===== src/rtl/lpar_pkg.sv =====
package lpar_pkg;
  // Width of one accumulator lane.
  localparam int unsigned LANE_W = 8;

  // Derive a selector width that is never zero.
  function automatic int unsigned sel_width(input int unsigned lanes);
    return (lanes > 1) ? $clog2(lanes) : 1;
  endfunction
endpackage


===== src/rtl/lpar_lane.sv =====
module lpar_lane #(
  parameter int unsigned BW = 8
) (
  input  logic          clk,
  input  logic          rst,
  input  logic          load_en,
  input  logic [BW-1:0] load_val,
  input  logic          step_en,
  input  logic [BW-1:0] step_val,
  output logic [BW-1:0] acc_o
);
  logic [BW-1:0] acc_q;

  // Write beats transfer; a transfer folds its byte in by XOR.
  always_ff @(posedge clk) begin
    if (rst)          acc_q <= '0;
    else if (load_en) acc_q <= load_val;
    else if (step_en) acc_q <= acc_q ^ step_val;
  end

  assign acc_o = acc_q;

  AST_RESET_CLEARS: assert property (@(posedge clk)
    rst |=> (acc_o == '0));
  AST_XOR_STEP: assert property (@(posedge clk) disable iff (rst)
    (step_en && !load_en) |=> (acc_o == ($past(acc_o) ^ $past(step_val))));
  AST_LOAD_TAKES: assert property (@(posedge clk) disable iff (rst)
    load_en |=> (acc_o == $past(load_val)));
  AST_IDLE_HOLDS: assert property (@(posedge clk) disable iff (rst)
    (!load_en && !step_en) |=> $stable(acc_o));
endmodule


===== src/rtl/lpar_view.sv =====
module lpar_view #(
  parameter int unsigned BW    = 8,
  parameter int unsigned LANES = 2,
  parameter int unsigned SEL_W = 1
) (
  input  logic [LANES-1:0][BW-1:0] lanes_i,
  input  logic                     split_i,
  input  logic [SEL_W-1:0]         sel_i,
  output logic [BW-1:0]            rdata_o
);
  logic [LANES:0][BW-1:0] fold;

  // Running XOR chain across all lanes.
  assign fold[0] = '0;
  for (genvar g = 0; g < LANES; g++) begin : g_fold
    assign fold[g+1] = fold[g] ^ lanes_i[g];
  end

  always_comb begin
    rdata_o = fold[LANES];
    if (split_i) begin
      rdata_o = '0;
      for (int k = 0; k < LANES; k++) begin
        if (sel_i == SEL_W'(k)) rdata_o = lanes_i[k];
      end
    end
  end
endmodule


===== src/rtl/lpar_accum.sv =====
module lpar_accum
  import lpar_pkg::*;
#(
  parameter int unsigned LANES = 2,
  localparam int unsigned BW     = LANE_W,
  localparam int unsigned DW     = LANES * BW,
  localparam int unsigned SEL_W  = sel_width(LANES)
) (
  input  logic             clk,
  input  logic             rst,
  input  logic             xfer_valid,
  output logic             xfer_ready,
  input  logic [DW-1:0]    xfer_data,
  input  logic             xfer_wide,
  input  logic             view_split,
  input  logic [SEL_W-1:0] view_high,
  input  logic             reg_wr,
  input  logic [BW-1:0]    reg_wdata,
  output logic [BW-1:0]    reg_rdata
);
  logic                     accept;
  logic [LANES-1:0][BW-1:0] lane_acc;

  // A write owns the cycle: the stream is stalled so no byte is lost silently.
  assign xfer_ready = !reg_wr;
  assign accept     = xfer_valid && xfer_ready;

  for (genvar i = 0; i < LANES; i++) begin : g_lane
    logic ld, st;
    assign ld = reg_wr && (!view_split || (view_high == SEL_W'(i)));
    if (i == 0) begin : g_base
      assign st = accept;
    end else begin : g_upper
      assign st = accept && xfer_wide;
    end

    lpar_lane #(.BW(BW)) u_lane (
      .clk      (clk),
      .rst      (rst),
      .load_en  (ld),
      .load_val (reg_wdata),
      .step_en  (st),
      .step_val (xfer_data[i*BW +: BW]),
      .acc_o    (lane_acc[i])
    );
  end

  lpar_view #(.BW(BW), .LANES(LANES), .SEL_W(SEL_W)) u_view (
    .lanes_i (lane_acc),
    .split_i (view_split),
    .sel_i   (view_high),
    .rdata_o (reg_rdata)
  );

  AST_WRITE_STALLS: assert property (@(posedge clk) disable iff (rst)
    reg_wr |-> !xfer_ready);
  AST_STALL_NO_STEP: assert property (@(posedge clk) disable iff (rst)
    (xfer_valid && reg_wr && view_split && view_high == '0)
      |=> $stable(lane_acc[LANES-1]));
  AST_NARROW_KEEPS_HIGH: assert property (@(posedge clk) disable iff (rst)
    (accept && !xfer_wide) |=> $stable(lane_acc[LANES-1]));
endmodule


===== config.mk =====
export PLATFORM = sky130hd
export DESIGN_NAME = lpar_accum
export DESIGN_NICKNAME = d
export VERILOG_FILES = /design/src/rtl/lpar_pkg.sv /design/src/rtl/lpar_lane.sv /design/src/rtl/lpar_view.sv /design/src/rtl/lpar_accum.sv
export SDC_FILE = /design/constraint.sdc
export NUM_CORES = 1
export LEC_CHECK = 0
export ABC_AREA = 0
export CORE_ASPECT_RATIO = 0.9
export CORE_MARGIN = 2
export CORE_UTILIZATION = 39
export DETAILED_ROUTE_END_ITERATION = 6
export PLACE_DENSITY = 0.78
export SYNTH_ARGS = -nofsm -noshare
export SYNTH_HDL_FRONTEND = slang
export SYNTH_SLANG_ARGS = --single-unit

===== constraint.sdc =====
create_clock -name clk -period 1.2 [get_ports clk]
set_clock_uncertainty 0.05 [all_clocks]
set_input_delay 0.24 -clock clk [delete_from_list [all_inputs] [get_ports clk]]
set_output_delay 0.24 -clock clk [all_outputs]
set_load 0.02 [all_outputs]

; ---- Yosys cells after proc, flatten, opt, wreduce, memory -nomap -nowiden
; Cells that the tools add are included.
[totals]
elab_cells = 22
inputBits = 31
reg_bits = 16
output_inout_bits = 9
[classes]
n_bitwise = 4
n_reduce_logical = 10
n_mux = 6
[op_table]
columns = cell, count
row1 = 8-bit 2-to-1 mux, 6
row2 = 8-bit bitwise XOR, 3
row3 = 1-bit logical AND, 4
row4 = 2-bit nonzero test, 2
row5 = 1-bit zero test, 2
row6 = 1-bit logical OR, 2
row7 = 1-bit NOT, 1

; ---- Logic depth before layout (Yosys ltp)
[depth]
depth_word = 5
ltp_mapped = 5
mapped_depth_nobuf = 3

; ---- By module
; A second synthesis with hierarchy kept.
[hier_totals]
hier_cells = 126
hier_area_um2 = 1288.7
[modules_own_cells]
columns = module, seq_area_each_um2, area_each_um2, cells_each, n_inst
row1 = lpar_lane, 160.2, 464.2, 43, 2
row2 = lpar_view, 0.0, 320.3, 34, 1
row3 = lpar_accum, 0.0, 40.0, 6, 1

; ---- Worst setup path after synthesis
; Ideal clock, no wire load.
[synth_path]
path_type = input-to-output
from = input view_high
to = output reg_rdata[4]
cell_stages = 5
arrival_ns = 1.028
slack_ns = -0.118
required_time_ns = 0.910
path_buffers = 2
cell_sequence = nand2b_1 clkbuf_2 buf_2 a21oi_1 nor2_1
[synth_between]
elab_chain_len = 2
[synth_rtl]
columns = item, line
row1 = start: declaration, lpar_accum.sv:16  ; input logic [SEL_W-1:0] view_high,
row2 = 8-bit 2-to-1 mux, lpar_view.sv:24  ; if (sel_i == SEL_W'(k)) rdata_o = lanes_i[k];
row3 = 8-bit 2-to-1 mux, lpar_view.sv:21  ; if (split_i) begin
row4 = end: declaration, lpar_accum.sv:19  ; output logic [BW-1:0] reg_rdata
; No other way between the ends.

; ---- Worst setup path after layout
[layout_path]
from = register g_lane[1].u_lane.acc_q[6]
to = output reg_rdata[6]
[layout_between]
elab_chain_len = 2
elab_cells_between_ends = 3
classes_between = 2 x mux / 1 x bitwise
[layout_rtl]
columns = item, line
row1 = start: declaration, lpar_lane.sv:12  ; logic [BW-1:0] acc_q;
row2 = start signal: assignment, lpar_lane.sv:17  ; else if (load_en) acc_q <= load_val;
row3 = start signal: assignment, lpar_lane.sv:18  ; else if (step_en) acc_q <= acc_q ^ step_val;
row4 = 8-bit bitwise XOR or 8-bit 2-to-1 mux (tied branches), "lpar_view.sv:16, lpar_view.sv:24"
row5 = 8-bit 2-to-1 mux (*), lpar_view.sv:21
; Every way passes the cells marked *; elsewhere a longest branch is shown, timed or not.

==> flow_results.org <==
** Status
- Status :: complete, but fails checks
- Violated checks :: setup timing

** Clock network
- The clock passes through at most 2 buffers.
- CTS H-tree depth :: 1
- The later pin in the worst-skew pair is clocked with a latency of 0.29 ns.
- Clk sink count :: 16
- TritonCTS built the clock tree.
- Hold buffer count at cts :: 0
- Cell at the root of the clock tree :: sky130_fd_sc_hd__clkbuf_4
- Clock-pin slew on the worst setup and hold paths :: 0.11 ns
- TritonCTS created 3 clock buffers.

** Die
- 40 I/O pins were placed.
- The die covers 3130 sq um.
- The die is 58.7 um wide.
- Starting density of the core :: 41.9%
- Placement row count :: 17
- Core area :: 2510 sq um
- Chip height :: between 50 and 60 um

** Route
- Wires add up to 4000 um.
- Remaining routing DRC violations :: 0
- The routed layout has approximately 1.4k vias.
- Number of nets still failing antenna checks after routing :: 0
- Final routed wire length divided by cell count :: 17.6 um
- Detailed-router iteration count before antenna repair :: 4
- The first routing iteration left 57 violations.
- Using the TritonRoute via totals, the vias-per-cell ratio works out to between 6 and 7.

** Yosys
- Yosys cell types :: 23
- A synthesized cell averages 7.56 sq um.
- FF+latch count, synth :: 16
- The largest total area in the synthesized netlist belongs to sky130_fd_sc_hd__dfxtp_1.
- The synthesized design devotes to its leading area cell type a little under a third of total area.
- Register area share after synthesis :: 30.5%
- Synth warnings :: 0
- Post-Synthesis Net Count :: 170
- Summing every instance area after synthesis gives 1050 sq um.
- Largest cells by area after synthesis :: sky130_fd_sc_hd__dfxtp_1, sky130_fd_sc_hd__a21oi_1, sky130_fd_sc_hd__nand3_1, sky130_fd_sc_hd__a2bb2oi_1, sky130_fd_sc_hd__o221ai_1
- Post-Syn Instances :: 139

** STA
- # setup viols final :: 8
- Setup repair after global routing could not meet its margin everywhere.
- Slew margin rel. :: 80.1%
- Worst hold margin :: 0.358 ns
- Min Clock Period, post-route :: 1.40 ns
- Top achievable clock speed :: 716 MHz
- Final count of hold timing violations :: 0
- Setup total negative slack on the finished layout was measured at -1.33 ns.
- Actual slew at the worst max-slew pin :: 0.298 ns
- Final-report max-slew violation count :: 0
- Share of the clock period used by the worst path after layout :: 116%
- PnR worst setup slack :: -0.197 ns

** Layout
- Layout area overhead :: 76.0%
- Once layout is complete, the utilization of the core stands at 73.7%.
- Filler Cells Inserted :: approximately 160
- Post-route cell area :: approximately 1800 sq um
- Share of layout cells above drive strength 1 :: between 40% and 50%
- Excluding fillers, the count of instances in the completed layout stands at 227.
- Largest register FFs :: 16
- The net count of the finished layout is 231.
- Total inserted antenna cells :: 0

** Critical path
- Data on the critical path arrives at its endpoint at 1.11 ns.
- Endpoint kind of the worst setup timing path :: output pin
- WP depth :: 4
- Counting cells, the worst reg-to-reg path comes to 2.
- Max FO, Critical Path :: 5
- Cell family with the largest share of critical-path delay :: flip-flops
- Together, buffers and inverters on the worst path number 1.
- Sort of element at the start of the critical path :: flip-flop
- Data on the critical path is required at its endpoint by 0.91 ns.
- Worst path max stage delay :: 0.39 ns
- Traced cell by cell, the critical path runs through nand2_2, o22ai_2, nor2_2, buf_6.
- The largest individual stage delay along the critical path comes from the cell sky130_fd_sc_hd__dfxtp_4.
- Worst Path Class, Setup :: reg2out

** Power
- Summed over all cells, the static leakage comes to 0.701 nW.
- Maximum ir drop on the vdd rail :: 0.941 mV
- Tot Pwr :: about 1.6 mW
- Power per standard cell area :: between 800 and 900 nW/um^2

** Global route
- Pin count of the biggest net entering global routing :: 17
- Antenna violations before repair :: 0
- The number of global-route vias before repair was about 1.3k.
- For this run, the total global-route usage over all layers was measured as 25.9%.
- Wire length of the first global-routing pass :: about 6100 um
- Summed over all layers, the global routing overflow is 0.

** Placed design
- After detailed placement, the total cell area comes to 1620 sq um.
- Placed insts :: around 220
- At the placement stage, the worst setup path has a slack of -0.927 ns.
- After legalization and detailed placement, the total HPWL measured 2610 um.
- Final GP Congestion :: 0.951
- Buffers placed on the I/O ports in this run total 39.

** Min path
- Type of the most critical hold path :: in2reg
- Hold Path Cell Cnt :: 4

** Job
- Max-cap violations :: 0
## path summary, 6_finish.rpt
kind / from / end / slack, ns
worst max-delay path: g_lane[1].u_lane.acc_o[6]$_SDFFE_PP0P_ / reg_rdata[6] / -0.20
worst min-delay path: reg_wr / g_lane[1].u_lane.acc_o[1]$_SDFFE_PP0P_ / 0.36
worst max register to register: g_lane[1].u_lane.acc_o[0]$_SDFFE_PP0P_ / g_lane[1].u_lane.acc_o[0]$_SDFFE_PP0P_ / 0.08
worst min register to register: g_lane[0].u_lane.acc_o[4]$_SDFFE_PP0P_ / g_lane[0].u_lane.acc_o[4]$_SDFFE_PP0P_ / 0.46
## synthesized netlist by cell type
master / count
sky130_fd_sc_hd__nor2_1: 8
sky130_fd_sc_hd__o221ai_1: 8
sky130_fd_sc_hd__nand2b_4: 1
sky130_fd_sc_hd__dfxtp_1: 16
sky130_fd_sc_hd__nand3b_1: 8
sky130_fd_sc_hd__clkbuf_2: 2
sky130_fd_sc_hd__nand3_1: 16
sky130_fd_sc_hd__a21bo_2: 1
sky130_fd_sc_hd__or3_1: 3
sky130_fd_sc_hd__nor2b_1: 1
sky130_fd_sc_hd__a2bb2oi_1: 8
sky130_fd_sc_hd__a21oi_1: 16
sky130_fd_sc_hd__a21boi_2: 1
sky130_fd_sc_hd__o22ai_1: 8
sky130_fd_sc_hd__clkbuf_1: 1
sky130_fd_sc_hd__or3_2: 5
sky130_fd_sc_hd__buf_2: 5
sky130_fd_sc_hd__clkinv_1: 1
sky130_fd_sc_hd__buf_1: 2
sky130_fd_sc_hd__a31oi_1: 8
sky130_fd_sc_hd__nand2b_1: 1
sky130_fd_sc_hd__nand2_1: 17
sky130_fd_sc_hd__buf_6: 2
## cell usage in the layout, fill, tap and decap left out, types with 2 or more instances in the layout
master / Yosys / layout
sky130_fd_sc_hd__nand2_1: 17 / 10
sky130_fd_sc_hd__nand3b_1: 8 / 8
sky130_fd_sc_hd__or3_4: 0 / 3
sky130_fd_sc_hd__dfxtp_2: 0 / 8
sky130_fd_sc_hd__a2bb2oi_1: 8 / 8
sky130_fd_sc_hd__nand2b_4: 1 / 2
sky130_fd_sc_hd__or3_1: 3 / 3
sky130_fd_sc_hd__nand3_1: 16 / 16
sky130_fd_sc_hd__a21oi_2: 0 / 3
sky130_fd_sc_hd__a21oi_1: 16 / 12
sky130_fd_sc_hd__nand2_2: 0 / 7
sky130_fd_sc_hd__a31oi_1: 8 / 8
sky130_fd_sc_hd__o22ai_2: 0 / 8
sky130_fd_sc_hd__dfxtp_4: 0 / 7
sky130_fd_sc_hd__clkdlybuf4s15_2: 0 / 2
sky130_fd_sc_hd__nor2_2: 0 / 8
sky130_fd_sc_hd__or3_2: 5 / 2
sky130_fd_sc_hd__buf_6: 2 / 10
sky130_fd_sc_hd__buf_4: 0 / 25
sky130_fd_sc_hd__clkdlybuf4s50_1: 0 / 25
sky130_fd_sc_hd__o221ai_1: 8 / 8
sky130_fd_sc_hd__clkbuf_4: 0 / 3
## where the power goes
| group | internal (mW) | switching (mW) | leakage, nW |
|---|---|---|---|
| Clock | 0.185 | 0.198 | 0.0210 |
| Sequential | 0.572 | 0.0593 | 0.140 |
| Combinational | 0.329 | 0.266 | 0.541 |
## routing by layer
metal | up-vias | GRT usage (%) | share of wire [%]
li1 | 649 | - | -
met2 | 78 | 41.9 | 48
met3 | 6 | 6.60 | 9.2
met4 | 0 | 6.82 | 0.85
met1 | 644 | 34.1 | 42
met5 | - | 0 | 0
## layout make-up
cell class	count	area (sq um)	area share [%]
Clock buffer	4	36.3	1.96
Inverter	1	3.75	0.203
Multi-Input combinational cell	111	796	43.0
Tap cell	28	35.0	1.89
Timing Repair Buffer	67	622	33.6
Sequential cell	16	357	19.3
## cell families (layout without fill, tap and decap cells)
group / count (synthesis) / in the layout / share of synthesized area (%)
AO/OA/AOI/OAI: 50 / 50 / 32.5
buffers and inverters: 13 / 72 / 6.90
flip-flops: 16 / 16 / 30.5
AND/OR/NAND/NOR: 60 / 61 / 30.1
## repair_timing
action,in CTS,in global routing
cloned,1,0
pin swaps,14,10
setup buffers,4,0
gates resized for setup,99,13
endpoints found under the setup margin,25,12
## tightest hold or removal path: stages
cell and delay, ns:
sky130_fd_sc_hd__clkbuf_2 0.12, sky130_fd_sc_hd__buf_4 0.16, sky130_fd_sc_hd__nand3_1 0.07, sky130_fd_sc_hd__a31oi_1 0.08
(Power assumes the default switching activity.)
